<file path="src/rtl/rtc_pkg.sv">
package rtc_pkg;
  localparam int NUM_REGS  = 6;
  localparam int BYTE_W    = 8;
  localparam int ADDR_W    = 3;
  localparam int EVT_BYTES = 3;
  localparam int IDX_HUN   = 0;
  localparam int IDX_SEC   = 1;
  localparam int IDX_MIN   = 2;
  localparam int IDX_HOUR  = 3;
  localparam int IDX_YDATE = 4;
  localparam int IDX_WMON  = 5;
  localparam int BASE_ADDR = 1;

  typedef struct packed {
    logic                clkStep;
    logic                evtStep;
    logic [NUM_REGS-1:0] wrSel;
  } rtcStrobe_t;

  function automatic logic [7:0] bcdNext(input logic [7:0] v);
    if (v[3:0] == 4'd9) bcdNext = {v[7:4] + 4'd1, 4'd0};
    else                bcdNext = {v[7:4], v[3:0] + 4'd1};
  endfunction

  function automatic logic [5:0] monthLast(input logic [4:0] mon, input logic [1:0] yr);
    case (mon)
      5'h04, 5'h06, 5'h09, 5'h11: monthLast = 6'h30;
      5'h02:                      monthLast = (yr == 2'd0) ? 6'h29 : 6'h28;
      default:                    monthLast = 6'h31;
    endcase
  endfunction
endpackage

</file>
<file path="src/rtl/rtc_ctrl.sv">
module rtc_ctrl
  import rtc_pkg::*;
(
  input  logic              tickEn,
  input  logic              eventEn,
  input  logic              eventMode,
  input  logic              stopCount,
  input  logic              wrEn,
  input  logic [ADDR_W-1:0] wrAddr,
  output rtcStrobe_t        strobe
);
  logic quiet;
  assign quiet = stopCount | wrEn;

  always_comb begin
    strobe.clkStep = tickEn & ~eventMode & ~quiet;
    strobe.evtStep = eventEn & eventMode & ~quiet;
    for (int i = 0; i < NUM_REGS; i++) begin
      strobe.wrSel[i] = wrEn && (int'(wrAddr) == BASE_ADDR + i);
    end
  end
endmodule

</file>
<file path="src/rtl/rtc_datapath.sv">
module rtc_datapath
  import rtc_pkg::*;
(
  input  logic                              clk,
  input  logic                              rstN,
  input  rtcStrobe_t                        strobe,
  input  logic [BYTE_W-1:0]                 wrData,
  output logic [NUM_REGS-1:0][BYTE_W-1:0]   regQ
);
  localparam logic [NUM_REGS-1:0][BYTE_W-1:0] RESET_VAL =
    {8'h01, 8'h01, 8'h00, 8'h00, 8'h00, 8'h00};

  logic [NUM_REGS-1:0][BYTE_W-1:0] nxtVal;
  logic [NUM_REGS-1:0]             incEn;

  logic [7:0] hun, sec, mins, hour, ydate, wmon;
  logic [7:0] hourBcd, dateBcd, monBcd, hourNext;
  logic [5:0] dateNext;
  logic [4:0] monNext;
  logic [1:0] yrNext;
  logic [2:0] wdNext;
  logic hunWrap, secWrap, minWrap, dayEnd, dateWrap, monWrap;
  logic minStep, dayStep, monStep, yrStep, carry;

  assign hun   = regQ[IDX_HUN];
  assign sec   = regQ[IDX_SEC];
  assign mins  = regQ[IDX_MIN];
  assign hour  = regQ[IDX_HOUR];
  assign ydate = regQ[IDX_YDATE];
  assign wmon  = regQ[IDX_WMON];

  always_comb begin
    hunWrap = (hun == 8'h99);
    secWrap = (sec == 8'h59);
    minWrap = (mins == 8'h59);
    hourBcd = bcdNext({2'b00, hour[5:0]});
    hourNext = hour;
    dayEnd   = 1'b0;
    if (!hour[7]) begin
      if (hour[5:0] == 6'h23) begin
        hourNext = 8'h00;
        dayEnd   = 1'b1;
      end else begin
        hourNext = {2'b00, hourBcd[5:0]};
      end
    end else if (hour[4:0] == 5'h12) begin
      hourNext = {1'b1, hour[6], 6'h01};
    end else if (hour[4:0] == 5'h11) begin
      hourNext = {1'b1, ~hour[6], 6'h12};
      dayEnd   = hour[6];
    end else begin
      hourNext = {1'b1, hour[6], hourBcd[5:0]};
    end

    dateWrap = (ydate[5:0] == monthLast(wmon[4:0], ydate[7:6]));
    dateBcd  = bcdNext({2'b00, ydate[5:0]});
    dateNext = dateWrap ? 6'h01 : dateBcd[5:0];
    monWrap  = (wmon[4:0] == 5'h12);
    monBcd   = bcdNext({3'b000, wmon[4:0]});
    monNext  = monWrap ? 5'h01 : monBcd[4:0];
    yrNext   = ydate[7:6] + 2'd1;
    wdNext   = (wmon[7:5] == 3'd6) ? 3'd0 : wmon[7:5] + 3'd1;

    minStep = strobe.clkStep & hunWrap & secWrap;
    dayStep = minStep & minWrap & dayEnd;
    monStep = dayStep & dateWrap;
    yrStep  = monStep & monWrap;

    incEn[IDX_HUN]   = strobe.clkStep;
    incEn[IDX_SEC]   = strobe.clkStep & hunWrap;
    incEn[IDX_MIN]   = minStep;
    incEn[IDX_HOUR]  = minStep & minWrap;
    incEn[IDX_YDATE] = dayStep;
    incEn[IDX_WMON]  = dayStep;
    nxtVal[IDX_HUN]   = hunWrap ? 8'h00 : bcdNext(hun);
    nxtVal[IDX_SEC]   = secWrap ? 8'h00 : bcdNext(sec);
    nxtVal[IDX_MIN]   = minWrap ? 8'h00 : bcdNext(mins);
    nxtVal[IDX_HOUR]  = hourNext;
    nxtVal[IDX_YDATE] = {yrStep ? yrNext : ydate[7:6], dateNext};
    nxtVal[IDX_WMON]  = {wdNext, monStep ? monNext : wmon[4:0]};

    carry = 1'b1;
    if (strobe.evtStep) begin
      for (int i = 0; i < EVT_BYTES; i++) begin
        incEn[i]  = carry;
        nxtVal[i] = (regQ[i] == 8'h99) ? 8'h00 : bcdNext(regQ[i]);
        carry     = carry & (regQ[i] == 8'h99);
      end
    end
  end

  for (genvar g = 0; g < NUM_REGS; g++) begin : g_reg
    logic [BYTE_W-1:0] q;
    always_ff @(posedge clk or negedge rstN) begin
      if (!rstN)                q <= RESET_VAL[g];
      else if (strobe.wrSel[g]) q <= wrData;
      else if (incEn[g])        q <= nxtVal[g];
    end
    assign regQ[g] = q;
  end
endmodule

</file>
<file path="src/rtl/rtc_count_chain.sv">
module rtc_count_chain
  import rtc_pkg::*;
(
  input  logic              clk,
  input  logic              rstN,
  input  logic              tickEn,
  input  logic              eventEn,
  input  logic              eventMode,
  input  logic              stopCount,
  input  logic              wrEn,
  input  logic [ADDR_W-1:0] wrAddr,
  input  logic [BYTE_W-1:0] wrData,
  output logic [BYTE_W-1:0] hundredthsQ,
  output logic [BYTE_W-1:0] secondsQ,
  output logic [BYTE_W-1:0] minutesQ,
  output logic [BYTE_W-1:0] hoursQ,
  output logic [BYTE_W-1:0] yearDateQ,
  output logic [BYTE_W-1:0] dayMonthQ
);
  rtcStrobe_t                      strobe;
  logic [NUM_REGS-1:0][BYTE_W-1:0] regQ;

  rtc_ctrl i_ctrl (
    .tickEn(tickEn), .eventEn(eventEn), .eventMode(eventMode),
    .stopCount(stopCount), .wrEn(wrEn), .wrAddr(wrAddr), .strobe(strobe)
  );

  rtc_datapath i_dp (
    .clk(clk), .rstN(rstN), .strobe(strobe), .wrData(wrData), .regQ(regQ)
  );

  assign hundredthsQ = regQ[IDX_HUN];
  assign secondsQ    = regQ[IDX_SEC];
  assign minutesQ    = regQ[IDX_MIN];
  assign hoursQ      = regQ[IDX_HOUR];
  assign yearDateQ   = regQ[IDX_YDATE];
  assign dayMonthQ   = regQ[IDX_WMON];
endmodule

</file>
<file path="config.mk">
export PLATFORM = sky130hd
export DESIGN_NAME = rtc_count_chain
export DESIGN_NICKNAME = d
export VERILOG_FILES = /design/src/rtl/rtc_pkg.sv /design/src/rtl/rtc_ctrl.sv /design/src/rtl/rtc_datapath.sv /design/src/rtl/rtc_count_chain.sv
export SDC_FILE = /design/constraint.sdc
export NUM_CORES = 1
export LEC_CHECK = 0
export BUFFER_PORTS_ARGS = -buffer_cell sky130_fd_sc_hd__clkbuf_2
export CAP_MARGIN = 10
export CORE_MARGIN = 5
export CORE_UTILIZATION = 40
export DETAILED_ROUTE_END_ITERATION = 8
export GPL_TIMING_DRIVEN = 0
export PLACE_DENSITY = 0.59
export SYNTH_ARGS = -nofsm -noshare
export SYNTH_HDL_FRONTEND = slang
export SYNTH_SLANG_ARGS = --single-unit
</file>
<file path="constraint.sdc">
create_clock -name clk -period 5.4 [get_ports clk]
set_clock_uncertainty 0.2 [all_clocks]
set_input_delay 1.08 -clock clk [delete_from_list [all_inputs] [get_ports clk]]
set_output_delay 1.08 -clock clk [all_outputs]
set_load 0.005 [all_outputs]
</file>
[Word level (Yosys, flattened, before mapping)]
Index checks and enable logic that the tools add are counted.
Word-level totals
  flip-flop bits (word level): 48
  input bits: 18
  word-level logic and storage cells: 133
Operators by class
  $add $sub $neg: 14
  equal/unequal tests: 30
  multiplexer cells: 40
  bitwise logic cells: 15
  reduce and logical (&&, ||, !) cells: 23
Operators with widths (count)
  8-bit two-way mux: 22
  4-bit by 1-bit adder with 4-bit output (second input constant): 9
  4-bit equality test (second input constant): 6
  8-bit equality test (second input constant): 3
  24-bit two-way mux: 1
  6-bit two-way mux: 4
  5-bit equality test (second input constant): 4
  8-bit by 7-bit equality test with 1-bit output (second input constant): 2
  2-bit nonzero test: 8
  3-bit equality test (second input constant): 5
  5-bit two-way mux: 3
  6-bit one-hot mux with 2 select lines: 1
  1-bit AND: 11
  5-bit by 3-bit equality test with 1-bit output (second input constant): 2
  7-bit two-way mux: 1
  2-bit by 1-bit adder with 2-bit output (second input constant): 3
  3-bit by 2-bit equality test with 1-bit output (second input constant): 2
  6-bit equality test: 1
  6-bit equality test (second input constant): 1
  1-bit logical AND: 6
  3-bit two-way mux: 2
  3-bit inequality test (second input constant): 2
  2-bit AND reduction: 3
  3-bit AND reduction: 2
  11 further kinds: 18

[Logic depth before layout (Yosys ltp)]
Gate-level depths: netlist of run 1.
  depth after elaboration: 12
  depth in mapped cells: 10
  mapped depth without buffers: 8

[By module]
A second synthesis of run 1 with hierarchy kept.
Second synthesis, totals
  cell total of the unflattened synthesis: 397
  area total of the unflattened synthesis: 3474.6 sq um
Modules (own cells, without submodules)
  rtc_datapath: instances 1, cells an instance 389, area an instance 3377.0 sq um, seq. area each 1203.7 sq um
  rtc_ctrl: instances 1, cells an instance 8, area an instance 97.6 sq um, seq. area each 0.0 sq um

[Worst setup path before layout of run 1]
Ideal clock, no wire load.
  kind: input port to flip-flop
  start: in tickEn
  end: reg i_dp.g_reg[5].q[2]
  library setup time: 122 ps
  arrival time: 2532 ps
  required time: 5078 ps
  setup slack: 2546 ps
  stages on the path: 7
  path through: nor2b_1 > nand4_1 > or4b_1 > buf_2 > a211oi_2 > mux2i_1 > nand2_1
On the way
  word-level cells in the longest chain between the ends: 9
  elaborated cells between the ends (all ways): 10
  those cells by class: 7 x bitwise; 3 x reduce/logical
Ends and longest elaborated chain
  start: declaration: line rtc_count_chain.sv:6  | input logic tickEn,
  1-bit AND (*) (2 in series): line rtc_ctrl.sv:16  | strobe.clkStep = tickEn & ~eventMode & ~quiet;
  1-bit AND (*) (2 in series): line rtc_datapath.sv:64  | minStep = strobe.clkStep & hunWrap & secWrap;
  1-bit AND (*) (2 in series): line rtc_datapath.sv:65  | dayStep = minStep & minWrap & dayEnd;
  1-bit AND: line rtc_datapath.sv:66  | monStep = dayStep & dateWrap;
  2-bit nonzero test (no source line)
  2-bit AND reduction (no source line) (*)
  end signal: assignment: line rtc_datapath.sv:95  | if (!rstN) q <= RESET_VAL[g];
  end signal: assignment: line rtc_datapath.sv:96  | else if (strobe.wrSel[g]) q <= wrData;
  end signal: assignment: line rtc_datapath.sv:97  | else if (incEn[g]) q <= nxtVal[g];
  end: declaration: line rtc_datapath.sv:93  | logic [BYTE_W-1:0] q;
Every way passes the cells marked *; elsewhere a longest branch is shown, timed or not.
A chain may end at the register's enable or synchronous reset.

[Worst setup path after layout of run 1]
  start: in wrEn
  end: reg i_dp.g_reg[5].q[2]
On the way
  word-level cells in the longest chain between the ends: 10
  elaborated cells between the ends (all ways): 13
  those cells by class: 1 x mux; 8 x bitwise; 4 x reduce/logical
Ends and longest elaborated chain
  start: declaration: line rtc_count_chain.sv:10  | input logic wrEn,
  1-bit bitwise OR: line rtc_ctrl.sv:13  | assign quiet = stopCount | wrEn;
  1-bit inverter: line rtc_ctrl.sv:16
  1-bit AND: line rtc_ctrl.sv:16
  1-bit AND (2 in series): line rtc_datapath.sv:64
  1-bit AND (2 in series): line rtc_datapath.sv:65
  1-bit AND: line rtc_datapath.sv:66
  2-bit nonzero test (no source line)
  2-bit AND reduction (no source line)
Parallel ways exist; a longest one is shown, timed or not.

==> out/qor.txt, run 1 <==
Mapped Area - 3440 µm²
Hold path start - i_dp.g_reg[2].q[4]
Final Max Slew Viols - 0
Root Buffer - clkbuf_8
Wirelength per Cell - 16.8 µm
Die Width - 103 µm
CTS Hold Bufs - 0
Tmin final - 2.95 ns
Peak VDD IR - 124 µV
# fillers - 863
Max reg flops - 48
Vias in the first global route - 3157
Clk sink count - 48
Worst-path maximum fanout - 10
Slew margin rel. - 41.3%
Pre-antenna DRT Iters - 4
Antenna violations before repair - 0
Tcrit/Tclk final - 54.7%
Fmax - 0.339 GHz
Number of synthesis warnings - 0
Post-synth cell types - 57
Nature of the critical path startpoint - input port
Area of the multi-input gates - 2090 µm²
DR iter-0 viols - 106
Setup violators final - 0
Post-Route WL - 9770 µm
Clk pin slew, worst setup/hold paths - 0.09 ns
Pwr Total - 1.18 mW
CTS max path bufs - 2
Setup bufs post-CTS - 0
Synthesized flop and latch total - 48
Final Instance Area - 3980 µm²
Biggest registers after layout - i_dp.g.q x48
Slowest-stage cell, CP - or4b_1
Pwr Density - 297 nW/µm²
CTS tree - built
Via density - 5.67
Reg-to-Reg End - i_dp.g_reg[5].q[2]
Antenna viol nets, final - 0
Top FF cell, synth - dfrtp_1
Register area - 1200 µm²
Die area - 10500 µm²
Post-CTS Resized - 0
Setup TNS Final - 0 ns
Least-Margin Pin Slew - 0.878 ns
Area after DPL - 3900 µm²
Final HPWL DP - 7300 µm
Critical path, cell by cell - clkbuf_2, nor2_1, nand4_1, or4b_1, buf_2, a211oi_2, mux2i_1, nand2_1
Ant. Diodes - 0
Final nets - 510
Ys async rst share - 100%
Post-synth EDFFs - 0
Largest reg by FF count - i_dp.g.q
Core box area - 8300 µm²
Reg-to-reg startpoint - i_dp.g_reg[3].q[4]
Largest net degree at the start of global routing - 29
Status - completed
Syn nets - 439
Hold Path End - i_dp.g_reg[2].q[4]
CTS buffer count - 5
Max stage delay on crit path - 0.52 ns
H-tree levels - 2
Max-Cap Viols - 0
Post-layout util - 48.0%
Crit end category - flip-flop
Hold Path Cell Cnt - 1
Starting Density - 41.4%
Total GRT Usage - 19.2%
Routed vias - 3298
Hold crit path type - flip-flop to flip-flop
Gate Count Post-Synth - 405
Leak - 1.73 nW
CP Class - input port to flip-flop
Drt drc - 0
PortBufs - 63
R2R Setup Slk - 2.47 ns
Seq/Total Area, Yosys - 35.0%
Final hold viol count - 0
Latest clock arrival within the worst-skew pair - 0.30 ns
Worst hold margin - 0.367 ns
Area grow syn2layout - 16.0%
First-pass GRT wire length - 16100 µm
WP data required - 5.40 ns
RSZ-0062 raised after global routing - no
Layout cells sized above 1 - 18.7%
Ports - 66
Grt ovf - 0
Synth Area per Inst - 8.48 µm²
CP arrival - 2.95 ns
Die H - 103 µm
Cell row count - 33
Placer Congestion - 0.872
Worst r2r path cells - 9
-- metrics by stage --
stage / worst slack, ns / cells
final: 2.45 / 582
after global routing: 2.26 / 582
after CTS: 2.45 / 582
after detailed placement: 2.12 / 574
after global placement: 2.11 / 573
after floorplan: 2.55 / 405
-- worst max path at each step --
stage / end / startpoint / slack [ns]
4_1_cts: i_dp.g_reg[5].q[2] / wrEn / 2.45
6_report: i_dp.g_reg[5].q[2] / wrEn / 2.45
2_1_floorplan: i_dp.g_reg[5].q[2] / tickEn / 2.55
3_3_place_gp: i_dp.g_reg[2].q[6] / wrEn / 2.11
3_5_place_dp: i_dp.g_reg[5].q[2] / wrEn / 2.12
5_1_grt: i_dp.g_reg[2].q[4] / wrEn / 2.26
-- critical path, delay by kind of cell --
family | cells | cell delay, ns
buffers and inverters | 2 | 0.33
AND/OR/NAND/NOR | 4 | 1.03
multiplexers | 1 | 0.22
AO/OA/AOI/OAI | 1 | 0.29
-- cell type report --
cell class	count	area share, %
Buffer	18	1.95
Clock buffer	7	1.92
Sequential cell	48	30.2
Multi-Input combinational cell	323	52.6
Inverter	16	1.51
Clock inverter	1	0.126
Tap cell	105	3.30
Timing Repair Buffer	64	8.42
-- logic make-up after synthesis --
| kind of cell | Yosys count | synth area share, % |
|---|---|---|
| flip-flops | 48 | 35.0 |
| multiplexers | 14 | 4.19 |
| buffers and inverters | 34 | 4.01 |
| AO/OA/AOI/OAI | 118 | 22.8 |
| AND/OR/NAND/NOR | 172 | 27.4 |
| XOR/XNOR | 3 | 0.765 |
| adder cells (fa/ha/maj) | 16 | 5.83 |
-- per-layer routing --
| metal | part of all wire, % | up-vias | GRT usage [%] |
|---|---|---|---|
| li1 | - | 1634 | - |
| met1 | 46 | 1581 | 25.3 |
| met2 | 48 | 73 | 33.2 |
| met3 | 5.3 | 10 | 3.45 |
| met4 | 0.91 | 0 | 3.83 |
| met5 | 0 | - | 0 |
-- where the power goes --
part / total [mW] / switching (mW) / internal [mW]
sequential: 0.555 / 0.118 / 0.436
combinational: 0.415 / 0.218 / 0.197
clock: 0.212 / 0.121 / 0.0913
total: 1.18 / 0.457 / 0.724
-- cells in the mapped netlist, drive strengths merged (4+ instances only) --
cell type,number,area (µm²)
a22oi,5,37.5
clkbuf,12,45.0
nor2b,11,68.8
inv,16,60.1
nand2,48,180
nand4b,4,50.1
nand4,5,31.3
o311ai,4,35.0
a221o,4,40.0
nor2,28,105
nor3b,8,60.1
a31oi,7,43.8
o22ai,4,25.0
nand3,14,70.1
and3,4,25.0
nor3,18,90.1
a21o,5,37.5
ha,16,200
a211oi,4,35.0
and3b,4,35.0
dfrtp,46,1150
o21ai,45,225
and2,5,31.3
nand3b,9,80.1
mux2i,11,110
a21oi,21,105
buf,6,32.5
nand2b,6,37.5
-- layout by cell type, fill, tap and decap left out, drive strengths merged, types with 5 or more instances in the layout --
cell type	n
clkbuf	82
nand2	48
dfrtp	46
o21ai	45
nor2	28
a21oi	21
nor3	18
ha	16
inv	16
nand3	14
nor2b	11
mux2i	11
nand3b	9
nor3b	8
a31oi	7
buf	7
nand2b	6
nand4	5
a22oi	5
and2	5
a21o	5
Power figures use the tool's default switching activity.
==> run 2, diff against run 1 <==
- PLACE_DENSITY: 0.59 -> 0.61
- clock period: 5.4 -> 2.35 ns (I/O delays scaled with it)
==> run 2 against run 1 <==
The run now ends with setup timing left. Largest power group unchanged. Cell count increased by 4.6%. Highest routed layer unchanged. Setup slack got worse by 2.8 ns. Clock power increased to 2.5 times the previous value. Utilization increased by 5.7 points. Global-route usage increased by 0.099 points. Sequential share of layout area decreased by 3.1 points. Largest cell class unchanged. First-iteration DRC count increased by 48%.
==> out/qor.txt, run 2 (synthesis gave the netlist of run 1 again) <==
Ant. Diodes - 0 (unchanged)
Area grow syn2layout - 29.6%
CTS buffer count - 5 (unchanged)
Die area - 10500 µm² (unchanged)
Grt ovf - 0 (unchanged)
GRT met2 Usage - 32.2% (-0.99 points)
Leak - 1.95 nW (+12%)
H-tree levels - 2 (unchanged)
Peak VDD IR - 275 µV (+120%)
GRT met1 Usage - 25.8% (+0.46 points)
Post-place setup slack - -0.366 ns (-2.49 ns)
Tmin final - 2.66 ns
Pwr Density - 662 nW/µm² (+120%)
Status - finished, violations left
Cell row count - 33 (unchanged)
Largest net degree at the start of global routing - 27 (-6.9%)
Die Width - 103 µm (unchanged)
Max reg flops - 48 (unchanged)
Worst hold margin - 0.257 ns (-0.111 ns)
Wirelength per Cell - 16.9 µm (+0.43%)
PortBufs - 63 (unchanged)
Core box area - 8300 µm² (unchanged)
Max-Cap Viols - 0 (unchanged)
Post-Route WL - 10300 µm (+5.1%)
Failing checks - setup timing
Vias in the first global route - 3209 (+1.6%)
Setup TNS Final - -4.39 ns (-4.39 ns)
Clk pin slew, worst setup/hold paths - 0.09 ns (about the same)
Total GRT Usage - 19.3% (+0.099 points)
DR iter-0 viols - 157 (+48%)
Final nets - 537 (+5.3%)
Global route hottest layer - met2
Fmax - 0.376 GHz
Final HPWL DP - 7100 µm (-2.7%)
Area after DPL - 3950 µm² (+1.3%)
CTS max path bufs - 2 (unchanged)
Commonest non-fill, non-tap cells in the layout - clkbuf_2, nand2_1, dfrtp_1, o21ai_1, nor2_1
Root Buffer - clkbuf_8
Setup violators final - 24 (+24)
Crit end category - flip-flop
Pre-antenna DRT Iters - 4 (unchanged)
Clk sink count - 48 (unchanged)
Tcrit/Tclk final - 113%
Post-route worst setup slack - -0.307 ns (-2.75 ns)
WP data required - 2.35 ns (-3.05 ns)
# fillers - 767 (-11%)
Layout cells sized above 1 - 28.6% (+9.9 points)
Slew margin rel. - 33.4% (-7.9 points)
Biggest registers after layout - i_dp.g.q x48
Final Instance Area - 4450 µm² (+12%)
Pwr Total - 2.95 mW (+150%)
Nature of the critical path startpoint - flip-flop
R2R Setup Slk - -0.31 ns (-2.78 ns)
Drt drc - 0 (unchanged)
Hold crit path type - input port to flip-flop
First-pass GRT wire length - 16000 µm (about the same)
Antenna violations before repair - 0 (unchanged)
Largest reg by FF count - i_dp.g.q
Commonest non-fill, non-tap cell in the layout - clkbuf_2
Final hold viol count - 0 (unchanged)
Routed vias - 3477 (+5.4%)
Placer Congestion - 0.880 (+0.88%)
Final Max Slew Viols - 0 (unchanged)
Die H - 103 µm (unchanged)
CP Class - flip-flop to flip-flop
RSZ-0062 raised after global routing - yes
Worst-path maximum fanout - 10 (unchanged)
CP arrival - 2.65 ns (-0.30 ns)
Latest clock arrival within the worst-skew pair - 0.31 ns (about the same)
GRT met3 Usage - 3.38% (-0.068 points)
Antenna viol nets, final - 0 (unchanged)
Ports - 66 (unchanged)
Via density - 5.71 (+0.75%)
Starting Density - 41.4% (unchanged)
Least-Margin Pin Slew - 0.997 ns (+0.119 ns)
CTS tree - built
run 2: cell count changes in the layout (fill, tap and decap cells not counted), sizes merged:
cell and change:
buf +27, dlygate4sd3 +1, clkinv -1
run 2: final cells by class:
class / instances / area, µm² / area share [%]
Buffer: 18 / 134 / 3.01
Clock buffer: 8 / 90.1 / 2.02
Inverter: 16 / 60.1 / 1.35
Multi-Input combinational cell: 323 / 2280 / 51.2
Sequential cell: 48 / 1210 / 27.1
Tap cell: 105 / 131 / 2.95
Timing Repair Buffer: 91 / 548 / 12.3
run 2: power breakdown:
group | total [mW] | internal, mW | switching, mW
registers | 1.27 | 1.01 | 0.263
clock network | 0.531 | 0.241 | 0.290
logic | 1.15 | 0.566 | 0.583
total | 2.95 | 1.81 | 1.14
run 2: metal layers:
| layer | share of wire, % | wire [µm] |
|---|---|---|
| met1 | 44 | 4480 |
| met4 | 2.0 | 206 |
| met2 | 48 | 4950 |
| met5 | 0 | 0 |
| met3 | 6.1 | 625 |
run 2: worst paths after layout:
| kind | startpoint | end | cells past startpoint |
|---|---|---|---|
| hold / removal | wrData[4] | i_dp.g_reg[1].q[4] | 3 |
| hold reg to reg | i_dp.g_reg[0].q[5] | i_dp.g_reg[0].q[5] | 2 |
| min in group asynchronous | rstN | i_dp.g_reg[4].q[4] | 2 |
| max in group asynchronous | rstN | i_dp.g_reg[4].q[0] | 3 |
| setup reg to reg | i_dp.g_reg[0].q[1] | i_dp.g_reg[5].q[1] | 10 |
| setup / recovery | i_dp.g_reg[0].q[1] | i_dp.g_reg[5].q[1] | 10 |
run 2: stage by stage:
stage	std cells	util, %
after floorplan	405	-
after global placement	573	47.4
after detailed placement	574	47.6
after CTS	594	51.0
after global routing	609	53.7
final	609	53.7
run 2: timing repair:
action	in CTS	in global routing
gates resized for setup	19	22
setup endpoints to repair	28	31
hold endpoints to repair	21	0
pin swaps	8	6
cloned	0	1
hold buffers	1	0
buffers inserted	11	14
run 2: worst max-delay path: stages, from the launching register on:
cell,delay (ns)
dfrtp_1,0.39
inv_1,0.06
ha_1,0.15
and3b_1,0.17
buf_6,0.12
nand4_1,0.21
or4b_4,0.56
buf_4,0.16
clkbuf_16,0.17
o311ai_2,0.28
nand2_1,0.09
==> run 3, diff against run 2 <==
==> constraint.sdc (replaced) <==
create_clock -name clk -period 2.35 [get_ports clk]
set_clock_uncertainty 0.2 [all_clocks]
set_input_delay 0.3525 -clock clk [delete_from_list [all_inputs] [get_ports clk]]
set_output_delay 0.3525 -clock clk [all_outputs]
set_load 0.005 [all_outputs]
==> run 3 against run 2 <==
The run still ends with setup timing left. Register-to-register slack hardly changed. Utilization is 0.075 points lower. Count of clock-buffer cells in the layout did not move. Critical endpoint unchanged.
==> out/qor.txt, run 3 (synthesis gave the netlist of run 1 again) <==
Slew margin rel. - 34.5% (+1.1 points)
CP arrival - 2.66 ns (about the same)
Placer Congestion - 0.880 (unchanged)
Final HPWL DP - 7100 µm (unchanged)
Core box area - 8300 µm² (unchanged)
Biggest registers after layout - i_dp.g.q x48
Hold crit path type - input port to flip-flop
Drt drc - 0 (unchanged)
Largest reg by FF count - i_dp.g.q
Worst-path maximum fanout - 10 (unchanged)
Least-Margin Pin Slew - 0.980 ns (-0.0166 ns)
Crit end category - flip-flop
Worst hold margin - 0.144 ns (-0.113 ns)
Layout cells sized above 1 - 28.4% (-0.20 points)
Ant. Diodes - 0 (unchanged)
Global route hottest layer - met2
CTS buffer count - 5 (unchanged)
Setup violators final - 24 (unchanged)
Tcrit/Tclk final - 113% (+0.20 points)
Max stage delay on crit path - 0.56 ns (about the same)
First-pass GRT wire length - 16000 µm (unchanged)
Commonest non-fill, non-tap cells in the layout - clkbuf_2, nand2_1, dfrtp_1, o21ai_1, nor2_1
Area grow syn2layout - 29.5%
Nature of the critical path startpoint - flip-flop
Latest clock arrival within the worst-skew pair - 0.31 ns (about the same)
PortBufs - 63 (unchanged)
Die H - 103 µm (unchanged)
Largest net degree at the start of global routing - 27 (unchanged)
Final Instance Area - 4450 µm² (-0.14%)
Post-route worst setup slack - -0.312 ns (-0.00478 ns)
Vias in the first global route - 3209 (unchanged)
Antenna violations before repair - 0 (unchanged)
Status - finished, violations left
Die area - 10500 µm² (unchanged)
Ports - 66 (unchanged)
Clk sink count - 48 (unchanged)
Critical path, cell by cell - inv_1, ha_1, and3b_1, buf_6, nand4_1, or4b_4, buf_4, clkbuf_16, o311ai_2, nand2_1
Peak VDD IR - 274 µV (about the same)
Tmin final - 2.66 ns (+0.00478 ns)
Pwr Density - 662 nW/µm² (about the same)
H-tree levels - 2 (unchanged)
Clk pin slew, worst setup/hold paths - 0.09 ns (about the same)
Failing checks - setup timing
Top delay family on crit path - simple AND/OR/NAND/NOR gates
Die Width - 103 µm (unchanged)
GRT met2 Usage - 32.2% (unchanged)
Max-Cap Viols - 0 (unchanged)
Post-place setup slack - -0.366 ns (unchanged)
Via density - 5.68 (-0.55%)
Starting Density - 41.4% (unchanged)
GRT met1 Usage - 25.8% (unchanged)
CP Class - flip-flop to flip-flop
Total GRT Usage - 19.3% (unchanged)
CTS max path bufs - 2 (unchanged)
GRT met3 Usage - 3.38% (unchanged)
CTS tree - built
Post-Route WL - 10200 µm (-0.32%)
WP data required - 2.34 ns (about the same)
Max reg flops - 48 (unchanged)
Antenna viol nets, final - 0 (unchanged)
Routed vias - 3458 (-0.55%)
Slowest-stage cell, CP - or4b_4
Final hold viol count - 0 (unchanged)
Pre-antenna DRT Iters - 6 (+2)
Cell row count - 33 (unchanged)
Fmax - 0.376 GHz (-0.18%)
Final nets - 537 (unchanged)
Final Max Slew Viols - 0 (unchanged)
Grt ovf - 0 (unchanged)
Wirelength per Cell - 16.8 µm (-0.32%)
DR iter-0 viols - 159 (+1.3%)
Leak - 1.95 nW (about the same)
RSZ-0062 raised after global routing - yes
Root Buffer - clkbuf_8
Commonest non-fill, non-tap cell in the layout - clkbuf_2
Area after DPL - 3950 µm² (unchanged)
Bufs and invs on worst path - 4 (unchanged)
## run 3: cell counts in the layout (fill, tap and decap cells not counted)
No cell type changed its count.
## run 3: final timing paths
path / startpoint / endpoint / slack, ns / depth (start not counted)
max: i_dp.g_reg[0].q[1] / i_dp.g_reg[5].q[1] / -0.31 / 10
min: wrData[4] / i_dp.g_reg[1].q[4] / 0.14 / 3
max reg2reg: i_dp.g_reg[0].q[1] / i_dp.g_reg[5].q[1] / -0.31 / 10
min reg2reg: i_dp.g_reg[0].q[5] / i_dp.g_reg[0].q[5] / 0.34 / 2
max in group asynchronous: rstN / i_dp.g_reg[4].q[0] / 0.92 / 3
min in group asynchronous: rstN / i_dp.g_reg[4].q[4] / 0.38 / 2
## run 3: through the flow
step | cells | util (%) | power, mW | setup TNS [ns]
6_report | 609 | 53.6 | 2.95 | -4.45
5_1_grt | 609 | 53.6 | 3.18 | -9.76
4_1_cts | 594 | 51.0 | 2.90 | -3.28
3_5_place_dp | 574 | 47.6 | 2.27 | -5.53
3_3_place_gp | 573 | 47.4 | 2.24 | -5.56
2_1_floorplan | 405 | - | 1.86 | -0.497
## run 3: repair_timing
action / in CTS / in global routing
cloned: 0 / 1
endpoints found under the hold margin: 21 / 0
resized for setup: 19 / 21
setup endpoints to repair: 28 / 31
pin swaps: 8 / 6
hold buffers: 1 / 0
setup buffers: 11 / 14
## run 3: final cells by class
cell class,count,area (µm²)
Tap cell,105,131
Multi-Input combinational cell,323,2280
Timing Repair Buffer,91,548
Sequential cell,48,1210
Clock buffer,8,90.1
Inverter,16,60.1
Fill cell,766,3850
Buffer,18,134
## run 3: layer usage
layer,up-vias,part of all wire (%)
li1,1680,-
met1,1660,44
met2,104,48
met4,0,1.9
met5,-,0
met3,14,6.4
## run 3: where the power goes
group	switching [mW]	leakage [nW]	internal, mW
Combinational	0.581	1.33	0.565
Clock	0.288	0.0455	0.241
Sequential	0.265	0.574	1.01
Total	1.13	1.95	1.81
## run 3: worst register-to-register path, cell delays in order (launching register included)
cell and delay [ns]:
dfrtp_1 0.39, inv_1 0.06, ha_1 0.14, and3b_1 0.17
buf_6 0.12, nand4_1 0.21, or4b_4 0.56, buf_4 0.16
clkbuf_16 0.17, o311ai_2 0.28, nand2_1 0.09
